[config.mk]
export PLATFORM = sky130hd
export DESIGN_NAME = supply_supervisor
export DESIGN_NICKNAME = d
export VERILOG_FILES = /design/src/rtl/ssv_pkg.sv /design/src/rtl/ssv_sync.sv /design/src/rtl/ssv_stretch.sv /design/src/rtl/ssv_sticky.sv /design/src/rtl/supply_supervisor.sv
export SDC_FILE = /design/constraint.sdc
export NUM_CORES = 1
export LEC_CHECK = 0
export BUFFER_PORTS_ARGS = -buffer_cell sky130_fd_sc_hd__buf_2
export CAP_MARGIN = 20
export CORE_MARGIN = 2
export CORE_UTILIZATION = 60
export DETAILED_ROUTE_END_ITERATION = 16
export GPL_ROUTABILITY_DRIVEN = 0
export MAX_ROUTING_LAYER = met4
export PLACE_DENSITY = 0.85
export SLEW_MARGIN = 20
export SYNTH_ARGS = -nofsm -noshare
export SYNTH_HDL_FRONTEND = slang
export SYNTH_SLANG_ARGS = --single-unit
[constraint.sdc]
create_clock -name clk -period 11.7 [get_ports clk]
set_clock_uncertainty 0.2 [all_clocks]
set_input_delay 0 -clock clk [delete_from_list [all_inputs] [get_ports clk]]
set_output_delay 0 -clock clk [all_outputs]
set_load 0.01 [all_outputs]
[src/rtl/ssv_pkg.sv]
package ssv_pkg;
  typedef enum logic [1:0] {
    STR_50MS  = 2'd0,
    STR_100MS = 2'd1,
    STR_200MS = 2'd2,
    STR_300MS = 2'd3
  } stretch_sel_e;

  localparam int MAX_MS = 300;
  localparam logic ADDR_SEL    = 1'b0;
  localparam logic ADDR_STATUS = 1'b1;

  function automatic int stretch_ms(stretch_sel_e sel);
    case (sel)
      STR_50MS:  return 50;
      STR_100MS: return 100;
      STR_200MS: return 200;
      default:   return 300;
    endcase
  endfunction
endpackage

[src/rtl/ssv_sync.sv]
module ssv_sync #(
  parameter int WIDTH = 1
) (
  input  logic             clk,
  input  logic             rst_n,
  input  logic [WIDTH-1:0] d_async,
  output logic [WIDTH-1:0] q_sync
);
  logic [WIDTH-1:0] stage1;

  always_ff @(posedge clk or negedge rst_n) begin
    if (!rst_n) begin
      stage1 <= '0;
      q_sync <= '0;
    end else begin
      stage1 <= d_async;
      q_sync <= stage1;
    end
  end
endmodule

[src/rtl/ssv_stretch.sv]
module ssv_stretch
  import ssv_pkg::*;
#(
  parameter int CYC_PER_MS = 100000
) (
  input  logic         clk,
  input  logic         rst_n,
  input  logic         supply_ok,
  input  logic         force_rst,
  input  stretch_sel_e sel,
  output logic         rst_out
);
  localparam int MAX_CYC = MAX_MS * CYC_PER_MS;
  localparam int CNT_W   = $clog2(MAX_CYC + 1);

  logic [CNT_W-1:0] stable_cnt;
  logic [CNT_W-1:0] last_cnt;
  logic             hold;

  assign last_cnt = CNT_W'(stretch_ms(sel) * CYC_PER_MS - 1);
  assign hold     = !supply_ok || force_rst;

  always_ff @(posedge clk or negedge rst_n) begin
    if (!rst_n) begin
      stable_cnt <= '0;
      rst_out    <= 1'b1;
    end else if (hold) begin
      stable_cnt <= '0;
      rst_out    <= 1'b1;
    end else if (rst_out) begin
      if (stable_cnt >= last_cnt) rst_out <= 1'b0;
      else                        stable_cnt <= stable_cnt + 1'b1;
    end
  end

  AST_SUPPLY_LOSS_RESETS: assert property (@(posedge clk) disable iff (!rst_n)
    !supply_ok |=> rst_out);
  AST_MANUAL_FORCES: assert property (@(posedge clk) disable iff (!rst_n)
    force_rst |=> rst_out);
  AST_RELEASE_NEEDS_GOOD: assert property (@(posedge clk) disable iff (!rst_n)
    $fell(rst_out) |-> $past(supply_ok) && !$past(force_rst));
  AST_NO_REASSERT_WHEN_GOOD: assert property (@(posedge clk) disable iff (!rst_n)
    (!rst_out && supply_ok && !force_rst) |=> !rst_out);
endmodule

[src/rtl/ssv_sticky.sv]
module ssv_sticky #(
  parameter int N_MON = 2
) (
  input  logic             clk,
  input  logic             rst_n,
  input  logic [N_MON-1:0] mon,
  input  logic [N_MON-1:0] clr,
  output logic [N_MON-1:0] flags
);
  for (genvar i = 0; i < N_MON; i++) begin : g_bit
    always_ff @(posedge clk or negedge rst_n) begin
      if (!rst_n)      flags[i] <= 1'b0;
      else if (mon[i]) flags[i] <= 1'b1;
      else if (clr[i]) flags[i] <= 1'b0;
    end

    AST_STICKY_HOLD: assert property (@(posedge clk) disable iff (!rst_n)
      (flags[i] && !clr[i]) |=> flags[i]);
    AST_SET_WINS: assert property (@(posedge clk) disable iff (!rst_n)
      mon[i] |=> flags[i]);
  end
endmodule

[src/rtl/supply_supervisor.sv]
module supply_supervisor
  import ssv_pkg::*;
#(
  parameter int CYC_PER_MS = 100000,
  parameter int N_AUX      = 2,
  parameter int DATA_W     = 8
) (
  input  logic              clk,
  input  logic              rst_n,
  input  logic              main_good,
  input  logic [N_AUX-1:0]  aux_above,
  input  logic              manual_rst,
  input  logic              reg_wr,
  input  logic              reg_addr,
  input  logic [DATA_W-1:0] reg_wdata,
  output logic [DATA_W-1:0] reg_rdata,
  output logic              sys_reset,
  output logic [N_AUX-1:0]  aux_fail
);
  localparam int IN_W = N_AUX + 2;

  logic [IN_W-1:0]  raw_in;
  logic [IN_W-1:0]  sync_in;
  logic             main_s;
  logic             mr_s;
  logic [N_AUX-1:0] aux_s;
  logic [N_AUX-1:0] status;
  logic [N_AUX-1:0] clr_mask;
  stretch_sel_e     sel_q;

  assign raw_in = {manual_rst, main_good, aux_above};

  ssv_sync #(.WIDTH(IN_W)) u_sync (
    .clk    (clk),
    .rst_n  (rst_n),
    .d_async(raw_in),
    .q_sync (sync_in)
  );

  assign aux_s    = sync_in[N_AUX-1:0];
  assign main_s   = sync_in[N_AUX];
  assign mr_s     = sync_in[N_AUX+1];
  assign aux_fail = aux_s;

  always_ff @(posedge clk or negedge rst_n) begin
    if (!rst_n) sel_q <= STR_100MS;
    else if (reg_wr && reg_addr == ADDR_SEL)
      sel_q <= stretch_sel_e'(reg_wdata[1:0]);
  end

  assign clr_mask = (reg_wr && reg_addr == ADDR_STATUS) ? reg_wdata[N_AUX-1:0] : '0;

  ssv_stretch #(.CYC_PER_MS(CYC_PER_MS)) u_stretch (
    .clk      (clk),
    .rst_n    (rst_n),
    .supply_ok(main_s),
    .force_rst(mr_s),
    .sel      (sel_q),
    .rst_out  (sys_reset)
  );

  ssv_sticky #(.N_MON(N_AUX)) u_sticky (
    .clk  (clk),
    .rst_n(rst_n),
    .mon  (aux_s),
    .clr  (clr_mask),
    .flags(status)
  );

  always_comb begin
    reg_rdata = '0;
    if (reg_addr == ADDR_STATUS) reg_rdata[N_AUX-1:0] = status;
    else                         reg_rdata[1:0]       = sel_q;
  end

  AST_SEL_HOLDS: assert property (@(posedge clk) disable iff (!rst_n)
    !reg_wr |=> $stable(sel_q));
endmodule

==> results.cfg, run 1 <==
[layout]
area_growth_pct = 9.61
fillerInstances = 352
final_nets = 333
layout_common_cells = dfrtp_1, ha_1, nand2_1, a21oi_1, buf_2
layout-drive-gt1-share_pct = 18.5
mostFrequentLayoutCell = dfrtp_1
num_antenna_cells = 0

[power]
ir_worst_vdd_mv = 0.0788
pwr_density_cell_nw_per_um2 = 107
p_leak_nw = 1.24
fin_total_pwr_mw = 0.310

[detailed_routing]
drt_iter0_drc = 99
drt-vias-per-instance = 6.12
drtAntennaViolNets = 0
dr.pass1.iters = 4
via_count = 2075
wl_mm = 5.36
drc_errors = 0
wl_per_cell_um = 15.8

[clock_network]
cts_max_level = 2
cts_root_buf = clkbuf_8
clkLatencyLatePin_ns = 0.29
clkSinkCount = 38
cts_tree = yes
clk_pin_slew_ns = 0.07
cts_resized = 0
clockBufferDepth = 2
cts_buffers = 5

[yosys]
avgSynthCellArea_sq_um = 10.0
synthArstFlopShare_pct = 100
ys_warn_count = 0
synth_edf_count = 0
synth-seq-area-share_pct = 36.3
synth.area.top_cells = dfrtp_1, ha_1, a21oi_1
synthFlopType = dfrtp_1
syn_inst = 262
yosysUniqueCellTypes = 53
synth_top_area_share_pct = 34.3
synth-seq-cells = 38
synth_largest_area_cell = dfrtp_1
syn_area_sq_um = 2630

[global_route]
grt_pass1_wl_mm = 9.45
grt_pass1_vias = 2128
grt_max_degree = 39
grtUsageTotal_pct = 24.6
grt_remaining_overflow = 0
antenna_found_initial = 0

[sta]
final_max_slew_viol_count = 0
worstMarginPinSlew_ns = 0.893
setup_tns_ns = 0
finalCriticalPeriod_ns = 4.46
worst_hold_slack_ns = 0.138
fin_crit_sh_pct = 38.1
relSlewSlack_pct = 40.5
setup_violations = 0
rsz0062_at_grt = false
hold_viol_final = 0
clock.fmax_mhz = 224

[floorplan]
rows = 24
ioPinCount = 27
coreArea_sq_um = 4290
initial_core_util_pct = 61.2
die-height_um = 70.2
die_area_sq_um = 4930
die_w_um = 70.2

[critical_path]
worst_setup_path_end_kind = flop
cp-start-kind = flop
crit_family = simple AND/OR/NAND/NOR gates
slowest_stage = or4_1
cp.required_ns = 11.69
reg2reg_from = sel_q[0]
cp_cell_sequence = inv_1, ha_1, ha_1, nor2b_1, a32o_1, a32oi_1, o21ai_0, xnor2_1, ha_1, nand4_1, nor2_1, a221oi_4, nand3_4, or4_1, a21oi_1
worst-setup-path-type = flop to flop
critPathMaxFanout = 27
path_buf_inv = 1
worstPathArrival_ns = 4.45
max_stage_delay_ns = 0.60
crit_start = sel_q[0]
cp_common_cell = ha_1

[outcome]
status = finished, final reports clean

[hold_path]
hold_path.class = input pin to async pin

[place]
place_hpwl_mm = 3.86
port_buffers = 14

[run]
max_cap_violations = 0
==> per-stage QoR <==
step           instance area (sq um)  setup slack [ns]  utilization (%)  cells
2_1_floorplan                   2650              7.86                -    267
3_3_place_gp                    2650              7.44             61.7    319
3_5_place_dp                    2650              7.33             61.7    319
4_1_cts                         2880              7.30             67.1    339
5_1_grt                         2880              7.02             67.1    339
6_report                        2880              7.24             67.1    339
==> path summary, 6_finish.rpt <==
path | cells after the start | to | slack (ns)
max | 15 | u_stretch.stable_cnt[19] | 7.24
min | 2 | u_sync.stage1[3] | 0.14
max reg2reg | 15 | u_stretch.stable_cnt[19] | 7.24
min reg2reg | 0 | u_sync.q_sync[3] | 0.15
max in group asynchronous | 2 | u_sticky.flags[0] | 10.65
min in group clk | 2 | u_sync.stage1[3] | 0.15
==> state kept, by name (all words and copies together) (netlist names) <==
| name | flops |
|---|---|
| u_sync.stage1 | 4 |
| u_sync.q_sync | 4 |
| u_stretch.rst_out | 1 |
| u_sticky.flags | 2 |
| sel_q | 2 |
| u_stretch.stable_cnt | 25 |
==> Yosys cell counts, types with 2 or more instances <==
library cell	n
and4_1	3
nand4_1	9
and3_1	4
o211ai_1	2
a21oi_2	6
dfstp_2	2
or3_1	6
xnor2_1	3
a21oi_1	18
dfrtp_1	36
inv_1	9
or4_1	4
o31ai_1	5
or3_2	8
o21ai_2	6
nand2b_1	3
o21ai_0	12
nand2_1	19
buf_4	8
xor2_1	2
a21o_1	4
mux2_2	2
nand3_1	13
ha_1	31
and2_1	3
nor3_1	5
nor2b_1	2
nor2_1	4
nand4_2	2
o21a_1	8
==> power by group <==
group	total [mW]	internal, mW	switching, mW
sequential	0.138	0.135	0.00295
clock	0.109	0.0636	0.0452
combinational	0.0631	0.0252	0.0380
==> kinds of logic after synthesis <==
kind of cell             count (synthesis)  share of synthesized area [%]
adder cells (fa/ha/maj)                 31                           14.8
buffers and inverters                   23                           6.28
AND/OR/NAND/NOR                         91                           20.6
AO/OA/AOI/OAI                           69                           18.4
XOR/XNOR                                 6                           2.29
other                                    1                          0.143
multiplexers                             3                           1.24
flip-flops                              38                           36.3
==> worst reg2reg max path: stages, from the launching register on <==
cell      delay (ns)
dfstp_2         0.59
inv_1           0.11
ha_1            0.32
ha_1            0.24
nor2b_1         0.14
a32o_1          0.22
a32oi_1         0.18
o21ai_0         0.16
xnor2_1         0.22
ha_1            0.27
nand4_1         0.13
nor2_1          0.09
a221oi_4        0.37
nand3_4         0.36
or4_1           0.60
a21oi_1         0.18
==> layer usage <==
layer	GRT usage, %	wire length [um]
met4	8.33	85
met2	40.0	2650
met3	4.47	164
met5	-	0
met1	31.1	2460
==> final cells by class <==
cell class	instances	area, sq um	area share [%]
Tap cell	52	65.1	2.26
Clock inverter	2	37.5	1.30
Timing Repair Buffer	26	190	6.60
Multi-Input combinational cell	206	1530	53.1
Clock buffer	6	72.6	2.52
Sequential cell	38	953	33.1
Inverter	9	33.8	1.17
==> what timing repair did <==
item,in CTS,in global routing
setup buffers,0,0
hold buffers,12,0
setup endpoints to repair,0,0
hold endpoints to repair,44,0
Power figures use the tool's default switching activity.
==> inputs of run 2 (changes only) <==
--- a/config.mk
+++ b/config.mk
@@ -8,11 +8,11 @@
 export BUFFER_PORTS_ARGS = -buffer_cell sky130_fd_sc_hd__buf_2
 export CAP_MARGIN = 20
 export CORE_MARGIN = 2
-export CORE_UTILIZATION = 60
+export CORE_UTILIZATION = 53
 export DETAILED_ROUTE_END_ITERATION = 16
 export GPL_ROUTABILITY_DRIVEN = 0
 export MAX_ROUTING_LAYER = met4
-export PLACE_DENSITY = 0.85
+export PLACE_DENSITY = 0.8
 export SLEW_MARGIN = 20
 export SYNTH_ARGS = -nofsm -noshare
 export SYNTH_HDL_FRONTEND = slang
==> constraint.sdc (replaced) <==
create_clock -name clk -period 3.8 [get_ports clk]
set_clock_uncertainty 0.2 [all_clocks]
set_input_delay 0 -clock clk [delete_from_list [all_inputs] [get_ports clk]]
set_output_delay 0 -clock clk [all_outputs]
set_load 0.01 [all_outputs]
==> run 2 against run 1 <==
  * The flow now finishes with violations (setup timing)
  * Wire length up 18%
  * Combinational power rose to 3.9 times the previous value
  * Cell area up 14%
  * Critical path depth up 2
  * Critical endpoint is now u_stretch.stable_cnt[20]
  * Largest cell class unchanged
==> results.cfg, run 2 (same netlist as run 1, synthesis figures left out) <==
[outcome]
status = finished with violations
violations = setup timing

[place]
place_hpwl_mm = 4.05
port_buffers = 14
dp_slack_ns = -0.0737
placedCellCount = 352

[power]
ir_worst_vdd_mv = 0.283
p_leak_nw = 1.40
fin_total_pwr_mw = 0.963
pwr_density_cell_nw_per_um2 = 293

[critical_path]
cp.required_ns = 3.80
worstPathArrival_ns = 3.84
reg2reg_slack_ns = -0.04
worst_setup_path_end_kind = flop
cp-start-kind = flop
critPathMaxFanout = 8
worst-setup-path-type = flop to flop

[floorplan]
die-height_um = 74.4
die_area_sq_um = 5540
die_w_um = 74.4
ioPinCount = 27
rows = 25
coreArea_sq_um = 4750
initial_core_util_pct = 55.3

[global_route]
grt_remaining_overflow = 0
antenna_found_initial = 0
grt_pass1_vias = 2069
grt_pass1_wl_mm = 9.85
grt_util_met2_pct = 37.8
grt_max_degree = 39
grt_util_met3_pct = 3.93
grt-busiest-layer = met2
grtUsageTotal_pct = 24.0
grt_use_met1_pct = 32.7

[sta]
setup_tns_ns = -0.148
setup_violations = 7
clock.fmax_mhz = 261
setup_slack_ns = -0.0367
worstMarginPinSlew_ns = 0.956
relSlewSlack_pct = 36.3
finalCriticalPeriod_ns = 3.84
fin_crit_sh_pct = 101
final_max_slew_viol_count = 0
rsz0062_at_grt = true
hold_viol_final = 0

[layout]
regMostFlops = u_stretch.stable_cnt
fin_cells = 384
final_nets = 363
top_regs = u_stretch.stable_cnt: 25 flops, u_sync.q_sync: 4 flops, u_sync.stage1: 4 flops
layout_common_cells = dfrtp_1, ha_1, buf_4, nand2_1, a21oi_1
mostFrequentLayoutCell = dfrtp_1
num_antenna_cells = 0
layout-drive-gt1-share_pct = 30.9
area_growth_pct = 25.3
largest_reg_flops = 25

[detailed_routing]
wl_mm = 6.30
drt-vias-per-instance = 5.76
drc_errors = 0
via_count = 2212
drtAntennaViolNets = 0
dr.pass1.iters = 4
wl_per_cell_um = 16.4
drt_iter0_drc = 106

[clock_network]
cts_max_level = 2
cts_root_buf = clkbuf_8
clockBufferDepth = 2
clkSinkCount = 38
cts_tree = yes
clk_pin_slew_ns = 0.08
clkLatencyLatePin_ns = 0.30
cts_buffers = 5

[hold_path]
hold_path.class = input pin to async pin

[run]
max_cap_violations = 0
-- run 2: cell types whose count changed in the layout (fill, tap and decap cells not counted), sizes merged --
cell,previous run,this run
buf,14,41
bufinv,1,0
clkbuf,6,8
clkinv,0,1
nand4,11,12
-- run 2: metrics by stage --
| stage | instance area, sq um | utilization [%] | hold slack (ns) |
|---|---|---|---|
| finish | 3290 | 69.3 | 0.146 |
| global route | 3290 | 69.3 | 0.156 |
| CTS | 3070 | 64.6 | 0.137 |
| detailed placement | 2850 | 59.9 | -0.0904 |
| global placement | 2850 | 59.9 | -0.0924 |
| floorplan | 2680 | - | -0.496 |
-- run 2: final timing paths --
path | from | to | depth (start not counted)
worst max register to register | sel_q[0] | u_stretch.stable_cnt[20] | 17
worst min-delay path | rst_n | u_stretch.stable_cnt[19] | 2
max in group asynchronous | rst_n | sel_q[1] | 2
worst max-delay path | sel_q[0] | u_stretch.stable_cnt[20] | 17
worst min register to register | u_sync.stage1[3] | u_sync.q_sync[3] | 0
min in group clk | u_sync.stage1[3] | u_sync.q_sync[3] | 0
-- run 2: final cells by class --
type                       instances  area [sq um]
timing repair buffer              55           478
clock buffer                       6          82.6
tap                               67          83.8
multi-input combinational        207          1650
inverter                           9          36.3
sequential                        38           955
clock inverter                     2          12.5
fill                             367          1460
-- run 2: what timing repair did --
action	4_1_cts	5_1_grt
buffers inserted	0	10
endpoints found under the hold margin	44	0
cloned	0	3
hold buffers	12	0
endpoints found under the setup margin	23	25
pin swaps	5	20
gates resized for setup	3	23
-- run 2: layer usage --
| metal | wire length [um] | share of wire (%) | vias to the layer above |
|---|---|---|---|
| li1 | - | - | 1074 |
| met1 | 2770 | 44 | 1083 |
| met3 | 224 | 3.6 | 8 |
| met4 | 79 | 1.3 | 0 |
| met2 | 3230 | 51 | 47 |
| met5 | 0 | 0 | - |
-- run 2: critical path: stages (launching register included) --
cell       delay, ns
dfstp_2         0.56
inv_4           0.06
ha_4            0.18
ha_4            0.16
nor2b_4         0.12
a32o_1          0.19
a32oi_1         0.19
o21ai_1         0.09
xnor2_1         0.13
ha_1            0.28
nand4_1         0.11
or3_1           0.34
a2111o_1        0.50
nand3_4         0.19
clkbuf_16       0.18
buf_4           0.11
o21ai_2         0.05
a21oi_2         0.11
-- run 2: report_power, final --
group	switching (mW)	internal, mW
clock network	0.147	0.146
registers	0.00818	0.415
logic	0.136	0.112
==> inputs of run 3 (changes only) <==
--- a/config.mk
+++ b/config.mk
@@ -13,6 +13,7 @@
 export GPL_ROUTABILITY_DRIVEN = 0
 export MAX_ROUTING_LAYER = met4
 export PLACE_DENSITY = 0.8
+export SKIP_CTS_REPAIR_TIMING = 1
 export SLEW_MARGIN = 20
 export SYNTH_ARGS = -nofsm -noshare
 export SYNTH_HDL_FRONTEND = slang
==> run 3 against run 2 <==
  * Critical path depth unchanged
  * Highest routed layer unchanged
  * Combinational power grew 4%
  * Cell area rose by 0.11%
  * Register-to-register slack better by 0.05 ns
  * Sequential cell count unchanged
  * Critical endpoint is now u_stretch.stable_cnt[1]
  * Global-route usage fell by 1.4 points
  * The flow now finishes without violations
==> results.cfg, run 3 (same netlist as run 1, synthesis figures left out) <==
[sta]
worstMarginPinSlew_ns = 1.01
fin_crit_sh_pct = 99.6
setup_tns_ns = 0
final_max_slew_viol_count = 0
finalCriticalPeriod_ns = 3.79
rsz0062_at_grt = true
hold_viol_final = 0
setup_violations = 0
relSlewSlack_pct = 32.6
worst_hold_slack_ns = 0.150
clock.fmax_mhz = 264

[detailed_routing]
wl_mm = 6.57
via_count = 2255
dr.pass1.iters = 4
wl_per_cell_um = 17.4
drt_iter0_drc = 147
drt-vias-per-instance = 5.98
drtAntennaViolNets = 0
drc_errors = 0

[critical_path]
critPathMaxFanout = 5
slowest_stage = dfstp_2
cp_cell_sequence = inv_4, ha_4, ha_4, nor2b_4, a32o_1, a32oi_1, o21ai_1, xnor2_1, ha_1, nand4_1, or3_1, a2111o_1, nand3_4, clkbuf_16, buf_8, nand3_4, o21ai_2
crit_cells = 17
max_stage_delay_ns = 0.56
cp-start-kind = flop
path_buf_inv = 3
worst-setup-path-type = flop to flop
crit_family = compound AO/OA/AOI/OAI gates
cp.required_ns = 3.82
worst_setup_path_end_kind = flop
worstPathArrival_ns = 3.80
r2r_cells = 17

[floorplan]
rows = 25
die_w_um = 74.4
die_area_sq_um = 5540
ioPinCount = 27
coreArea_sq_um = 4750
initial_core_util_pct = 55.3
die-height_um = 74.4

[power]
p_leak_nw = 1.39
fin_total_pwr_mw = 0.973
pwr_density_cell_nw_per_um2 = 295
ir_worst_vdd_mv = 0.280

[layout]
top_regs = u_stretch.stable_cnt: 25 flops, u_sync.q_sync: 4 flops, u_sync.stage1: 4 flops
final_nets = 356
final_cell_area_sq_um = 3300
mostFrequentLayoutCell = dfrtp_1
num_antenna_cells = 0
regMostFlops = u_stretch.stable_cnt
layout-drive-gt1-share_pct = 31.3
layout_common_cells = dfrtp_1, ha_1, nand2_1, buf_4, buf_2
fillerInstances = 369
area_growth_pct = 25.4
largest_reg_flops = 25
final_core_util_pct = 69.3

[place]
place_hpwl_mm = 4.05
port_buffers = 14
place_area_sq_um = 2850

[clock_network]
cts_root_buf = clkbuf_8
clkLatencyLatePin_ns = 0.29
clockBufferDepth = 2
clk_pin_slew_ns = 0.08
clkSinkCount = 38
cts_max_level = 2
cts_buffers = 5
cts_tree = yes

[global_route]
grt_max_degree = 39
grt_pass1_wl_mm = 9.34
grtUsageTotal_pct = 22.6
antenna_found_initial = 0
grt_remaining_overflow = 0
grt_pass1_vias = 2000

[outcome]
status = finished, final reports clean

[hold_path]
hold_depth = 0
hold_path.class = flop to flop

[run]
max_cap_violations = 0
[run 3: cell count changes in the layout (fill, tap and decap cells not counted), moves of 3 or more]
cell     previous run  this run
buf_4              20        16
a21oi_1            17        13
or3_4               2         8
buf_6               6         3
or3_2               6         0
a21oi_2             7        11
[run 3: layout make-up]
class,count,area (sq um),area share [%]
Multi-Input combinational cell,206,1700,51.5
Sequential cell,38,953,28.9
Timing Repair Buffer,49,429,13.0
Tap cell,67,83.8,2.54
Clock buffer,6,82.6,2.50
Inverter,9,36.3,1.10
Clock inverter,2,12.5,0.380
[run 3: layer usage]
| layer | up-vias | routed length, um | GRT usage (%) |
|---|---|---|---|
| li1 | 1057 | - | - |
| met1 | 1101 | 2720 | 31.4 |
| met2 | 84 | 3440 | 34.3 |
| met3 | 13 | 302 | 3.79 |
| met4 | 0 | 109 | 6.35 |
| met5 | - | 0 | - |
[run 3: worst paths after layout]
path	start	endpoint	slack (ns)
min reg2reg	u_sync.stage1[3]	u_sync.q_sync[3]	0.15
min	u_sync.stage1[3]	u_sync.q_sync[3]	0.15
max in group asynchronous	rst_n	u_sync.stage1[1]	2.69
max	sel_q[0]	u_stretch.stable_cnt[1]	0.01
min in group asynchronous	rst_n	u_stretch.stable_cnt[19]	0.16
max reg2reg	sel_q[0]	u_stretch.stable_cnt[1]	0.01
[run 3: metrics by stage]
| step | cells | worst slack (ns) |
|---|---|---|
| global route | 377 | -0.113 |
| global placement | 352 | -0.00158 |
| finish | 377 | 0.0147 |
| CTS | 360 | -0.0989 |
| detailed placement | 352 | -0.0737 |
| floorplan | 267 | 0.0248 |
[run 3: worst register-to-register path: cells and delay by family (launching register included)]
kind,cells,cell delay [ns]
AND/OR/NAND/NOR,5,0.88
adder cells (fa/ha/maj),3,0.62
flip-flops,1,0.56
XOR/XNOR,1,0.13
AO/OA/AOI/OAI,5,0.97
buffers and inverters,3,0.35
[run 3: report_power, final]
| part | total (mW) | switching [mW] | internal [mW] |
|---|---|---|---|
| clock | 0.293 | 0.147 | 0.146 |
| combinational | 0.256 | 0.142 | 0.114 |
| sequential | 0.424 | 0.00862 | 0.415 |
